===== config.mk =====
export PLATFORM = sky130hd
export DESIGN_NAME = usbcap_regs
export DESIGN_NICKNAME = d
export VERILOG_FILES = /design/src/rtl/usbcap_pkg.sv /design/src/rtl/usbcap_access_gate.sv /design/src/rtl/usbcap_param_store.sv /design/src/rtl/usbcap_read_mux.sv /design/src/rtl/usbcap_regs.sv
export SDC_FILE = /design/constraint.sdc
export NUM_CORES = 1
export LEC_CHECK = 0
export BUFFER_PORTS_ARGS = -buffer_cell sky130_fd_sc_hd__buf_2
export CAP_MARGIN = 20
export CORE_UTILIZATION = 55
export CTS_CLUSTER_DIAMETER = 30
export DETAILED_ROUTE_END_ITERATION = 7
export PLACE_DENSITY = 0.86
export SYNTH_ARGS = -nofsm -noshare
export SYNTH_HDL_FRONTEND = slang
export SYNTH_HIERARCHICAL = 1
export SYNTH_SLANG_ARGS = --single-unit

===== constraint.sdc =====
create_clock -name clk -period 2.3 [get_ports clk]
set_clock_uncertainty 0.05 [all_clocks]
set_input_delay 0.575 -clock clk [delete_from_list [all_inputs] [get_ports clk]]
set_output_delay 0.575 -clock clk [all_outputs]
set_load 0.02 [all_outputs]

===== src/rtl/usbcap_pkg.sv =====
// Shared constants for the USB host capability register decoder.
// Assumes a 32-bit data path with four byte lanes.
package usbcap_pkg;
    localparam int LANES = 4;
    localparam logic [7:0]  CAPLEN_VAL  = 8'h20;
    localparam logic [15:0] IFVER_VAL   = 16'h0100;
    localparam logic [31:0] SPARAM_RST  = 32'h0010_4208;
    localparam logic [31:0] CPARAM_VAL  = 32'h0000_6871;
    localparam int DW_ID     = 0;
    localparam int DW_SPARAM = 1;
    localparam int DW_CPARAM = 2;
endpackage


===== src/rtl/usbcap_access_gate.sv =====
// Decides per request whether it is claimed, master-aborted or left alone,
// and registers that decision for the response cycle.
// Assumes one request per cycle; the window match is computed outside.
module usbcap_access_gate (
    input  logic clk,
    input  logic susp_rst_n,
    input  logic soft_rst_n,
    input  logic req_valid,
    input  logic bar_hit,
    input  logic mem_en,
    input  logic pwr_d3,
    input  logic req_lock,
    output logic take_now,
    output logic claim_q,
    output logic abort_q
);
    logic decode_ok;
    logic abort_now;

    // Combinational decode of the enable, power and lock qualifiers.
    always_comb begin
        decode_ok = soft_rst_n && req_valid && bar_hit && mem_en;
        take_now  = decode_ok && !pwr_d3 && !req_lock;
        abort_now = decode_ok && pwr_d3;
    end

    // Register the response kind; either reset clears it.
    always_ff @(posedge clk) begin
        if (!susp_rst_n || !soft_rst_n) begin
            claim_q <= 1'b0;
            abort_q <= 1'b0;
        end else begin
            claim_q <= take_now;
            abort_q <= abort_now;
        end
    end

    assert_claim_cause_R3: assert property (@(posedge clk) disable iff (!susp_rst_n)
        claim_q |-> $past(req_valid && bar_hit && mem_en && !pwr_d3 && !req_lock));
    assert_claim_abort_excl_R5: assert property (@(posedge clk) disable iff (!susp_rst_n)
        !(claim_q && abort_q));
    assert_memoff_silent_R4: assert property (@(posedge clk) disable iff (!susp_rst_n)
        (req_valid && !mem_en) |=> (!claim_q && !abort_q));
    assert_lock_refused_R6: assert property (@(posedge clk) disable iff (!susp_rst_n)
        req_lock |=> !claim_q);
endmodule


===== src/rtl/usbcap_param_store.sv =====
// Holds the structural parameters register with per-byte write enables.
// Assumes writes are already qualified; only suspend-well reset clears it.
module usbcap_param_store
    import usbcap_pkg::*;
(
    input  logic                 clk,
    input  logic                 susp_rst_n,
    input  logic                 wr_en,
    input  logic [LANES-1:0]     wr_be,
    input  logic [8*LANES-1:0]   wr_data,
    output logic [8*LANES-1:0]   value
);
    for (genvar g = 0; g < LANES; g++) begin : g_lane
        // Update one byte lane on a qualified write with its enable set.
        always_ff @(posedge clk) begin
            if (!susp_rst_n)
                value[8*g +: 8] <= SPARAM_RST[8*g +: 8];
            else if (wr_en && wr_be[g])
                value[8*g +: 8] <= wr_data[8*g +: 8];
        end
    end
endmodule


===== src/rtl/usbcap_read_mux.sv =====
// Selects the capability dword for an index and masks unselected byte lanes.
// Assumes unimplemented indices read as zero.
module usbcap_read_mux
    import usbcap_pkg::*;
#(
    parameter int IDX_W = 3
) (
    input  logic [IDX_W-1:0]     idx,
    input  logic [LANES-1:0]     be,
    input  logic [8*LANES-1:0]   sparam,
    output logic [8*LANES-1:0]   data
);
    logic [8*LANES-1:0] raw;

    // Pick the dword at the requested index.
    always_comb begin
        if (idx == IDX_W'(DW_ID))
            raw = {IFVER_VAL, 8'h00, CAPLEN_VAL};
        else if (idx == IDX_W'(DW_SPARAM))
            raw = sparam;
        else if (idx == IDX_W'(DW_CPARAM))
            raw = CPARAM_VAL;
        else
            raw = '0;
    end

    for (genvar g = 0; g < LANES; g++) begin : g_mask
        assign data[8*g +: 8] = be[g] ? raw[8*g +: 8] : 8'h00;
    end
endmodule


===== src/rtl/usbcap_regs.sv =====
// Capability region of a USB 2.0 enhanced host controller behind a simple
// target port. Responds one cycle after each request.
// Assumes the window match (bar_hit) is supplied from outside.
module usbcap_regs
    import usbcap_pkg::*;
#(
    parameter int IDX_W = 3
) (
    input  logic               clk,
    input  logic               susp_rst_n,
    input  logic               soft_rst_n,
    input  logic               req_valid,
    input  logic               req_write,
    input  logic [IDX_W-1:0]   req_word,
    input  logic [3:0]         req_be,
    input  logic [31:0]        req_wdata,
    input  logic               req_lock,
    input  logic               bar_hit,
    input  logic               mem_en,
    input  logic               pwr_d3,
    input  logic               wr_unlock,
    output logic               rsp_claim,
    output logic               rsp_abort,
    output logic [31:0]        rsp_rdata
);
    logic        take_now;
    logic        sp_wr;
    logic [31:0] sparam;
    logic [31:0] rd_now;

    usbcap_access_gate u_gate (
        .clk        (clk),
        .susp_rst_n (susp_rst_n),
        .soft_rst_n (soft_rst_n),
        .req_valid  (req_valid),
        .bar_hit    (bar_hit),
        .mem_en     (mem_en),
        .pwr_d3     (pwr_d3),
        .req_lock   (req_lock),
        .take_now   (take_now),
        .claim_q    (rsp_claim),
        .abort_q    (rsp_abort)
    );

    // Qualify a structural parameters write: claimed, unlocked, right index.
    assign sp_wr = take_now && req_write && wr_unlock &&
                   (req_word == IDX_W'(DW_SPARAM));

    usbcap_param_store u_store (
        .clk        (clk),
        .susp_rst_n (susp_rst_n),
        .wr_en      (sp_wr),
        .wr_be      (req_be),
        .wr_data    (req_wdata),
        .value      (sparam)
    );

    usbcap_read_mux #(.IDX_W(IDX_W)) u_mux (
        .idx    (req_word),
        .be     (req_be),
        .sparam (sparam),
        .data   (rd_now)
    );

    // Register read data for claimed reads; zero otherwise.
    always_ff @(posedge clk) begin
        if (!susp_rst_n || !soft_rst_n)
            rsp_rdata <= '0;
        else if (take_now && !req_write)
            rsp_rdata <= rd_now;
        else
            rsp_rdata <= '0;
    end

    assert_no_unlock_hold_R7: assert property (@(posedge clk) disable iff (!susp_rst_n)
        !wr_unlock |=> $stable(sparam));
    assert_soft_keeps_R9: assert property (@(posedge clk) disable iff (!susp_rst_n)
        !soft_rst_n |=> $stable(sparam));
    assert_lock_no_write_R6: assert property (@(posedge clk) disable iff (!susp_rst_n)
        req_lock |=> $stable(sparam));
    assert_idle_data_R2: assert property (@(posedge clk) disable iff (!susp_rst_n)
        !rsp_claim |-> (rsp_rdata == '0));
endmodule


==> flow_summary.toml, run 1 <==
[synth]
synth-edff-count = 0
netlist_area_um2 = 2770
synth-seq-cells = 66
synth.top_cell.area_share_pct = 47.7
synth_top_area_cell = "dfxtp_1"
synth_nets = 327
synthArstFlopShare_pct = 0
synth.area.top_cells = "dfxtp_1 48%, and2_1 10%, o21ai_2 8.8%"
ys.flop_type = "dfxtp_1"
netlist_instances = 278
synth.most_common_cell = "dfxtp_1"
synth_common_cells = "66 x dfxtp_1, 45 x and2_1, 29 x nand2_1"
yosysWarnings = 6
syn_area_per_cell_um2 = 9.97
synth-seq-area-share_pct = 47.7
synth.distinct_cells = 29

[timing]
fin_crit_ns = 1.70
period_share_pct = 73.8
slew_headroom_pct = 70.1
finalMaxSlewViolations = 0
fin_ws_ns = 0.602
fmax_ghz = 0.589
worst-slew-pin-transition_ns = 0.449
rsz0062_at_grt = "false"
setup_tns_ns = 0
hold_violations = 0
finalSetupViolCount = 0

[worst_setup_path]
critPathKind = "primary input to flip-flop"
crit_path_cell_trace = "buf_2, nor4bb_1, and3_2, and2_4, o211ai_2"
slowest_stage = "and3_2"
timing.critical_path.from = "req_word[1]"
worst_ep_required_time_ns = 2.45
crit_fanout = 14
slowest_delay_ns = 0.40
worstPathArrival_ns = 1.85
rr_startpoint = "u_store/value[24]"
endpoint_kind = "flip-flop"
startpoint_type = "primary input"

[floorplan]
dieArea_um2 = 5330
core_area_um2 = 4790
dieWidth_um = 73.0
io_pins = 83
rows = 25
initial_utilization_pct = 57.9
die_h_um = 73.0

[clock_network]
hold_buffers = 0
clock_path_buffers = 2
clock_sinks = 66
h-tree-depth = 3
clk_latency_ns = 0.34
clkTransAtPathRegs_ns = 0.07
cts_setup_buffers = 0
cts_tree = "built"
cts_buffers = 9
cts-root-buf = "clkbuf_8"
post_cts_resized = 0

[pwr]
p_leak_uw = 0.00147
power_density_nw_per_um2 = 637
vdd_ir_drop_max_v = 0.000446

[cells_and_area]
syn_to_final_growth_pct = 17.8
drive_above_1_share_pct = 42.4
nNetsFinal = 400
antenna_cells = 0

[job]
cap_viol_max_count = 0

[min_path]
min_path_type = "primary input to flip-flop"
worstHoldStart = "req_lock"

[placed_design]
portBuffers = 82
dp_hpwl_um = 3820
post-place-ws_ns = 0.250
routabilityCongestion = 0.841

[routing]
vias = 2185
viasPerCell = 5.17
drc_errors = 0
detail_route.wirelength_um = 5630
dr.pass1.iters = 4
drtIter0Drc = 146
ant_nets = 0
wl_per_cell_um = 13.3

[global_route]
grt_pass1_wl_um = 8780
grt_pass1_vias = 1904
grt_use_total_pct = 22.5
grt_start_max_net_pins = 46
top_usage_layer = "met2"
antenna_found_initial = 0
grt_util_met1_pct = 28.1
grt_use_met3_pct = 7.18
use_met2_pct = 34.5
grt_overflow_total = 0

[status]
run_status = "finished, final reports clean"
## layout by cell type (no fill, tap or decap), types with 3 or more instances in the layout
cell type	count
a21oi_1	7
and2_1	45
and2_2	7
and2_4	4
and3_1	4
and4bb_2	3
buf_2	82
buf_4	4
clkbuf_1	3
clkbuf_8	10
clkinv_2	3
dfxtp_1	66
inv_1	4
nand2_1	29
nand2b_1	4
nand3_1	4
nand3b_1	6
nand4_1	28
o211ai_2	4
o21ai_2	28
## per-layer routing
layer | vias to the layer above | share of wire, % | routed length [um]
met2 | 72 | 48 | 2700
met3 | 14 | 4.8 | 268
met4 | 0 | 2.2 | 121
met1 | 1000 | 45 | 2540
met5 | - | 0 | 0
li1 | 1099 | - | -
## registers in the layout (all words and copies together), names as in the netlist
signal	count
rsp_rdata	32
u_gate/abort_q	1
u_gate/claim_q	1
u_store/value	32
## layout make-up
type | instances | area (um^2)
clock buffer | 13 | 149
clock inverter | 3 | 15.0
fill | 379 | 1520
inverter | 4 | 15.0
multi-input combinational | 184 | 1240
sequential | 66 | 1320
tap | 67 | 83.8
timing repair buffer | 86 | 440
## logic make-up (layout without fill, tap and decap cells)
logic type / count (synthesis) / count (layout) / synth area share (%)
AO/OA/AOI/OAI: 39 / 39 / 11.9
buffers and inverters: 28 / 106 / 7.54
flip-flops: 66 / 66 / 47.7
AND/OR/NAND/NOR: 145 / 145 / 32.9
## worst max-delay path, delay by kind of cell
| family | cells | cell delay [ns] |
|---|---|---|
| AO/OA/AOI/OAI | 1 | 0.09 |
| buffers and inverters | 1 | 0.18 |
| AND/OR/NAND/NOR | 3 | 1.01 |
## path summary, 6_finish.rpt
path,cells after the start,slack (ns),endpoint
worst min-delay path,2,0.37,u_gate/claim_q
worst max register to register,3,1.37,rsp_rdata[24]
worst min register to register,2,0.40,u_store/value[12]
worst max-delay path,5,0.60,u_store/value[20]
## through the flow
step | instance area [um^2] | cells | total power (uW) | hold WS, ns | util (%)
final | 3270 | 423 | 2080 | 0.369 | 68.2
after global routing | 3270 | 423 | 2160 | 0.367 | 68.2
after CTS | 3270 | 423 | 2090 | 0.357 | 68.2
after detailed placement | 3100 | 407 | 1270 | 0.396 | 64.8
after global placement | 3100 | 407 | 1270 | 0.391 | 64.8
after floorplan | 2770 | 278 | 1220 | 0.385 | -
## power by group
part           leakage [uW]  internal (uW)  switching [uW]  total, uW
combinational      0.000848           43.4            58.4        102
clock             0.0000872            416             418        834
sequential         0.000531           1140           0.118       1140
Note: power is estimated with default switching activity, not from simulation.
==> run 2: changes to the inputs <==
--- a/config.mk
+++ b/config.mk
@@ -5,12 +5,13 @@
 export SDC_FILE = /design/constraint.sdc
 export NUM_CORES = 1
 export LEC_CHECK = 0
+export ABC_AREA = 1
 export BUFFER_PORTS_ARGS = -buffer_cell sky130_fd_sc_hd__buf_2
 export CAP_MARGIN = 20
-export CORE_UTILIZATION = 55
+export CORE_UTILIZATION = 46
 export CTS_CLUSTER_DIAMETER = 30
 export DETAILED_ROUTE_END_ITERATION = 7
-export PLACE_DENSITY = 0.86
+export PLACE_DENSITY = 0.77
 export SYNTH_ARGS = -nofsm -noshare
 export SYNTH_HDL_FRONTEND = slang
 export SYNTH_HIERARCHICAL = 1
==> constraint.sdc (replaced) <==
create_clock -name clk -period 1.5 [get_ports clk]
set_clock_uncertainty 0.05 [all_clocks]
set_input_delay 0.375 -clock clk [delete_from_list [all_inputs] [get_ports clk]]
set_output_delay 0.375 -clock clk [all_outputs]
set_load 0.02 [all_outputs]
==> flow_summary.toml, run 2 <==
[pwr]
vdd_ir_drop_max_v = 0.000612
power_density_nw_per_um2 = 978
p_leak_uw = 0.00182

[global_route]
antenna_found_initial = 0
grt_start_max_net_pins = 18
grt_use_total_pct = 19.7
grt_overflow_total = 0
grt_pass1_wl_um = 9650
grt_pass1_vias = 2251

[synth]
synth_common_cells = "95 x nor2_1, 90 x inv_1, 70 x nand2_1"
synth-seq-area-share_pct = 45.4
synth-seq-cells = 66
yosysWarnings = 6
netlist_area_um2 = 2910
syn_area_per_cell_um2 = 7.35
synthArstFlopShare_pct = 0
synth.top_cell.area_share_pct = 45.4
synth.area.top_cells = "dfxtp_1 45%, nor2_1 12%, inv_1 12%"
netlist_instances = 396
synth.distinct_cells = 19
synth_top_area_cell = "dfxtp_1"
synth_nets = 445
synth-edff-count = 0
ys.flop_type = "dfxtp_1"
synth.most_common_cell = "nor2_1"

[floorplan]
initial_utilization_pct = 48.3
io_pins = 83
die_h_um = 81.5
rows = 28
core_area_um2 = 6030
dieArea_um2 = 6650
dieWidth_um = 81.5

[timing]
fin_crit_ns = 1.37
fmax_ghz = 0.729
period_share_pct = 91.4
slew_headroom_pct = 81.7
hold_violations = 0
worst_hold_slack_ns = 0.198
finalSetupViolCount = 0
finalMaxSlewViolations = 0
rsz0062_at_grt = "true"
worst-slew-pin-transition_ns = 0.274

[clock_network]
clk_latency_ns = 0.33
hold_buffers = 0
cts-root-buf = "clkbuf_8"
clock_sinks = 66
h-tree-depth = 3
clock_path_buffers = 2
clkTransAtPathRegs_ns = 0.08
cts_buffers = 9
cts_tree = "built"
post_cts_resized = 0

[cells_and_area]
fin_util_pct = 60.8
syn_to_final_growth_pct = 25.9
mostFrequentLayoutCells = "95 x nor2_1, 90 x inv_1, 82 x buf_2"
antenna_cells = 0
drive_above_1_share_pct = 31.4
final_common_cell = "nor2_1"
nNetsFinal = 538
stdcell_count = 569
reg_top3 = "rsp_rdata: 32 flops, u_store/value: 32 flops"
n_fill_cell = 554
register_area_um2 = 1320
multi_input_area_um2 = 1120

[routing]
viasPerCell = 4.23
drtIter0Drc = 61
dr.pass1.iters = 4
wl_per_cell_um = 9.93
vias = 2407
detail_route.wirelength_um = 5650
drc_errors = 0
ant_nets = 0

[placed_design]
dpl.cell_count = 553
routabilityCongestion = 0.765
dp_hpwl_um = 4160
portBuffers = 82

[worst_setup_path]
slowest_delay_ns = 0.19
startpoint_type = "primary input"
worstPathArrival_ns = 1.59
endpoint_kind = "flip-flop"
r2r_slack_ns = 0.60
worst_ep_required_time_ns = 1.72
crit_fanout = 16
critPathKind = "primary input to flip-flop"
slowest_stage = "nand2_2"
cp_common_cell = "nand2_1"
crit_path_cell_trace = "buf_2, nand2_1, nor2_2, nand2_1, inv_1, nand3_1, nor2_1, buf_4, nand2_2, nand2_1, nand2_1, nor2_1"

[min_path]
min_path_type = "primary input to flip-flop"

[job]
cap_viol_max_count = 0

[status]
run_status = "finished, final reports clean"
-- run 2: cell count changes after synthesis, sizes merged, moves of 6 or more --
cell	previous run	this run
nand2	29	81
nor3	1	33
inv	4	91
nand4	29	0
nor2	1	98
nand3	4	10
buf	24	11
a21oi	7	1
o21ai	28	1
and2	56	0
-- run 2: metal layers --
metal / track usage [%] / wire [um] / share of wire (%) / vias up
met2: 33.4 / 2750 / 49 / 56
met5: 0 / 0 / 0 / -
met4: 9.11 / 69 / 1.2 / 0
met1: 22.2 / 2480 / 44 / 1021
met3: 6.33 / 351 / 6.2 / 5
li1: - / - / - / 1325
-- run 2: area by class of cell --
cell class / count / share of cell area, %
clock buffer: 12 / 3.96
clock inverter: 4 / 2.05
tap: 75 / 2.56
timing repair buffer: 96 / 15.4
sequential: 66 / 36.1
multi-input combinational: 225 / 30.5
inverter: 91 / 9.39
-- run 2: logic make-up (layout without fill, tap and decap cells) --
kind of cell | after synthesis | in the layout | share of synthesized area, %
compound gates | 2 | 2 | 0.344
buf+inv | 105 | 203 | 16.1
flops | 66 | 66 | 45.4
simple gates | 223 | 223 | 38.1
-- run 2: where the power goes --
part	internal [uW]	switching [uW]	total, uW
Combinational	80.7	105	186
Clock	983	663	1650
Sequential	1750	0.261	1750
-- run 2: path summary, 6_finish.rpt --
path / start / to / cells after the start
setup / recovery: soft_rst_n / u_store/value[29] / 12
hold / removal: req_wdata[23] / u_store/value[23] / 3
setup reg to reg: u_store/value[24] / rsp_rdata[24] / 4
hold reg to reg: u_store/value[20] / u_store/value[20] / 2
-- run 2: repair_timing --
item,CTS,global route
buffers inserted,0,0
setup endpoints to repair,0,4
endpoints found under the hold margin,0,0
-- run 2: per-stage QoR --
| step | total power, uW | worst slack [ns] | instance area, um^2 | setup TNS (ns) |
|---|---|---|---|---|
| after floorplan | 1870 | 0.00124 | 2910 | 0 |
| after global placement | 1980 | -0.169 | 3440 | -4.24 |
| after detailed placement | 1980 | -0.206 | 3440 | -5.63 |
| after CTS | 3630 | 0.147 | 3660 | 0 |
| after global routing | 3760 | -0.0156 | 3660 | -0.0466 |
| final | 3580 | 0.128 | 3660 | 0 |
-- run 2: critical path, delay by kind of cell --
kind                   cells  cell delay (ns)
and+or+nand+nor            9             0.89
buffers and inverters      3             0.33
==> run 3: changes to the inputs <==
--- a/config.mk
+++ b/config.mk
@@ -8,10 +8,11 @@
 export ABC_AREA = 1
 export BUFFER_PORTS_ARGS = -buffer_cell sky130_fd_sc_hd__buf_2
 export CAP_MARGIN = 20
-export CORE_UTILIZATION = 46
+export CORE_UTILIZATION = 55
 export CTS_CLUSTER_DIAMETER = 30
 export DETAILED_ROUTE_END_ITERATION = 7
-export PLACE_DENSITY = 0.77
+export PLACE_DENSITY = 0.86
+export SLEW_MARGIN = 20
 export SYNTH_ARGS = -nofsm -noshare
 export SYNTH_HDL_FRONTEND = slang
 export SYNTH_HIERARCHICAL = 1
==> constraint.sdc (replaced) <==
create_clock -name clk -period 1.8 [get_ports clk]
set_clock_uncertainty 0.05 [all_clocks]
set_input_delay 0.45 -clock clk [delete_from_list [all_inputs] [get_ports clk]]
set_output_delay 0.45 -clock clk [all_outputs]
set_load 0.02 [all_outputs]
==> flow_summary.toml, run 3 (synthesized netlist as in run 2, its figures left out) <==
[worst_setup_path]
critPathKind = "primary input to flip-flop"
startpoint_type = "primary input"
slowest_stage = "nand2_2"
crit_fanout = 16
r2r_slack_ns = 0.93
cp_common_cell = "nor2_1"
endpoint_kind = "flip-flop"
worst-path-buf-inv = 3
worst_ep_required_time_ns = 1.98
ff2ff_path_depth = 4
worstPathArrival_ns = 1.66
crit_family = "simple AND/OR/NAND/NOR gates"
rr_endpoint = "rsp_rdata[24]"
cp.depth = 11
crit_path_cell_trace = "buf_2, nand2_1, nor2_2, nand2_1, inv_1, nand3_1, nor2_1, buf_4, nand2_2, nor2_1, nor2_1"
rr_startpoint = "u_store/value[24]"
slowest_delay_ns = 0.19

[clock_network]
hold_buffers = 0
cts_tree = "built"
cts_buffers = 9
clk_latency_ns = 0.34
cts_setup_buffers = 0
clock_sinks = 66
clock_path_buffers = 2
post_cts_resized = 0
cts-root-buf = "clkbuf_8"
clkTransAtPathRegs_ns = 0.07
h-tree-depth = 3

[routing]
drc_errors = 0
viasPerCell = 4.43
ant_nets = 0
vias = 2466
dr.pass1.iters = 6
drtIter0Drc = 146
wl_per_cell_um = 10.5
detail_route.wirelength_um = 5830

[floorplan]
dieWidth_um = 74.7
initial_utilization_pct = 57.0
die_h_um = 74.7
core_area_um2 = 5110
dieArea_um2 = 5580
rows = 26
io_pins = 83

[timing]
hold_violations = 0
worst_hold_slack_ns = 0.283
fin_ws_ns = 0.323
finalMaxSlewViolations = 0
setup_tns_ns = 0
worst-slew-pin-transition_ns = 0.303
fin_crit_ns = 1.48
rsz0062_at_grt = "false"
period_share_pct = 82.0
finalSetupViolCount = 0
fmax_ghz = 0.677
slew_headroom_pct = 79.8

[pwr]
p_leak_uw = 0.00177
vdd_ir_drop_max_v = 0.000542
power_density_nw_per_um2 = 832

[cells_and_area]
nNetsFinal = 531
fin_util_pct = 69.8
syn_to_final_growth_pct = 22.6
mostFrequentLayoutCells = "95 x nor2_1, 90 x inv_1, 82 x buf_2"
antenna_cells = 0
reg_top3 = "rsp_rdata: 32 flops, u_store/value: 32 flops"
final_common_cell = "nor2_1"
stdcell_count = 557
drive_above_1_share_pct = 30.6

[job]
cap_viol_max_count = 0

[min_path]
worstHoldStart = "req_wdata[25]"
hold_depth = 3
min_path_type = "primary input to flip-flop"
holdPathEnd = "u_store/value[25]"

[placed_design]
dp_hpwl_um = 4100
dpl.cell_count = 541
portBuffers = 82
post-place-ws_ns = -0.0246
routabilityCongestion = 0.798

[global_route]
grt_start_max_net_pins = 33
grt_pass1_wl_um = 9510
grt_use_total_pct = 22.8
antenna_found_initial = 0
grt_pass1_vias = 2240
grt_overflow_total = 0

[status]
run_status = "finished, final reports clean"
-- run 3: changes by cell type in the layout (fill, tap and decap cells not counted), sizes merged --
cell	delta
buf	-7
clkinvlp	-1
clkbuf	-1
clkinv	+2
-- run 3: report_power, final --
| group | internal, uW | leakage, uW | switching (uW) |
|---|---|---|---|
| registers | 1460 | 0.000531 | 0.262 |
| logic | 57.1 | 0.00113 | 89.1 |
| clock network | 813 | 0.000109 | 547 |
| total | 2330 | 0.00177 | 636 |
-- run 3: how the worst max path moves through the flow --
stage | startpoint | to | slack, ns
after detailed placement | soft_rst_n | u_store/value[23] | -0.02
after global routing | soft_rst_n | u_store/value[4] | 0.11
final | soft_rst_n | u_store/value[31] | 0.32
after floorplan | req_valid | u_store/value[10] | 0.22
after CTS | soft_rst_n | u_store/value[31] | 0.32
after global placement | soft_rst_n | u_store/value[31] | 0.009
-- run 3: through the flow --
stage / instance area (um^2) / total power [uW]
floorplan: 2910 / 1560
global placement: 3350 / 1640
detailed placement: 3350 / 1640
CTS: 3570 / 2990
global route: 3570 / 3070
finish: 3570 / 2970
-- run 3: cell type report --
type | count | area [um^2]
Inverter | 91 | 344
Sequential cell | 66 | 1320
Timing Repair Buffer | 89 | 475
Clock buffer | 11 | 141
Multi-Input combinational cell | 225 | 1120
Fill cell | 421 | 1540
Tap cell | 70 | 87.6
Clock inverter | 5 | 77.6
-- run 3: layer usage --
layer  up-vias  part of all wire (%)  global-route usage, %
met3        16                   4.5                   4.69
li1       1310                     -                      -
met5         -                     0                      0
met2        73                    50                   39.4
met1      1067                    43                   25.4
met4         0                   3.1                   15.3
-- run 3: worst register-to-register path, delay by kind of cell, from the launching register on --
kind                   cells  cell delay (ns)
buffers and inverters      1             0.07
AO/OA/AOI/OAI              1             0.08
flip-flops                 1             0.32
AND/OR/NAND/NOR            2             0.29
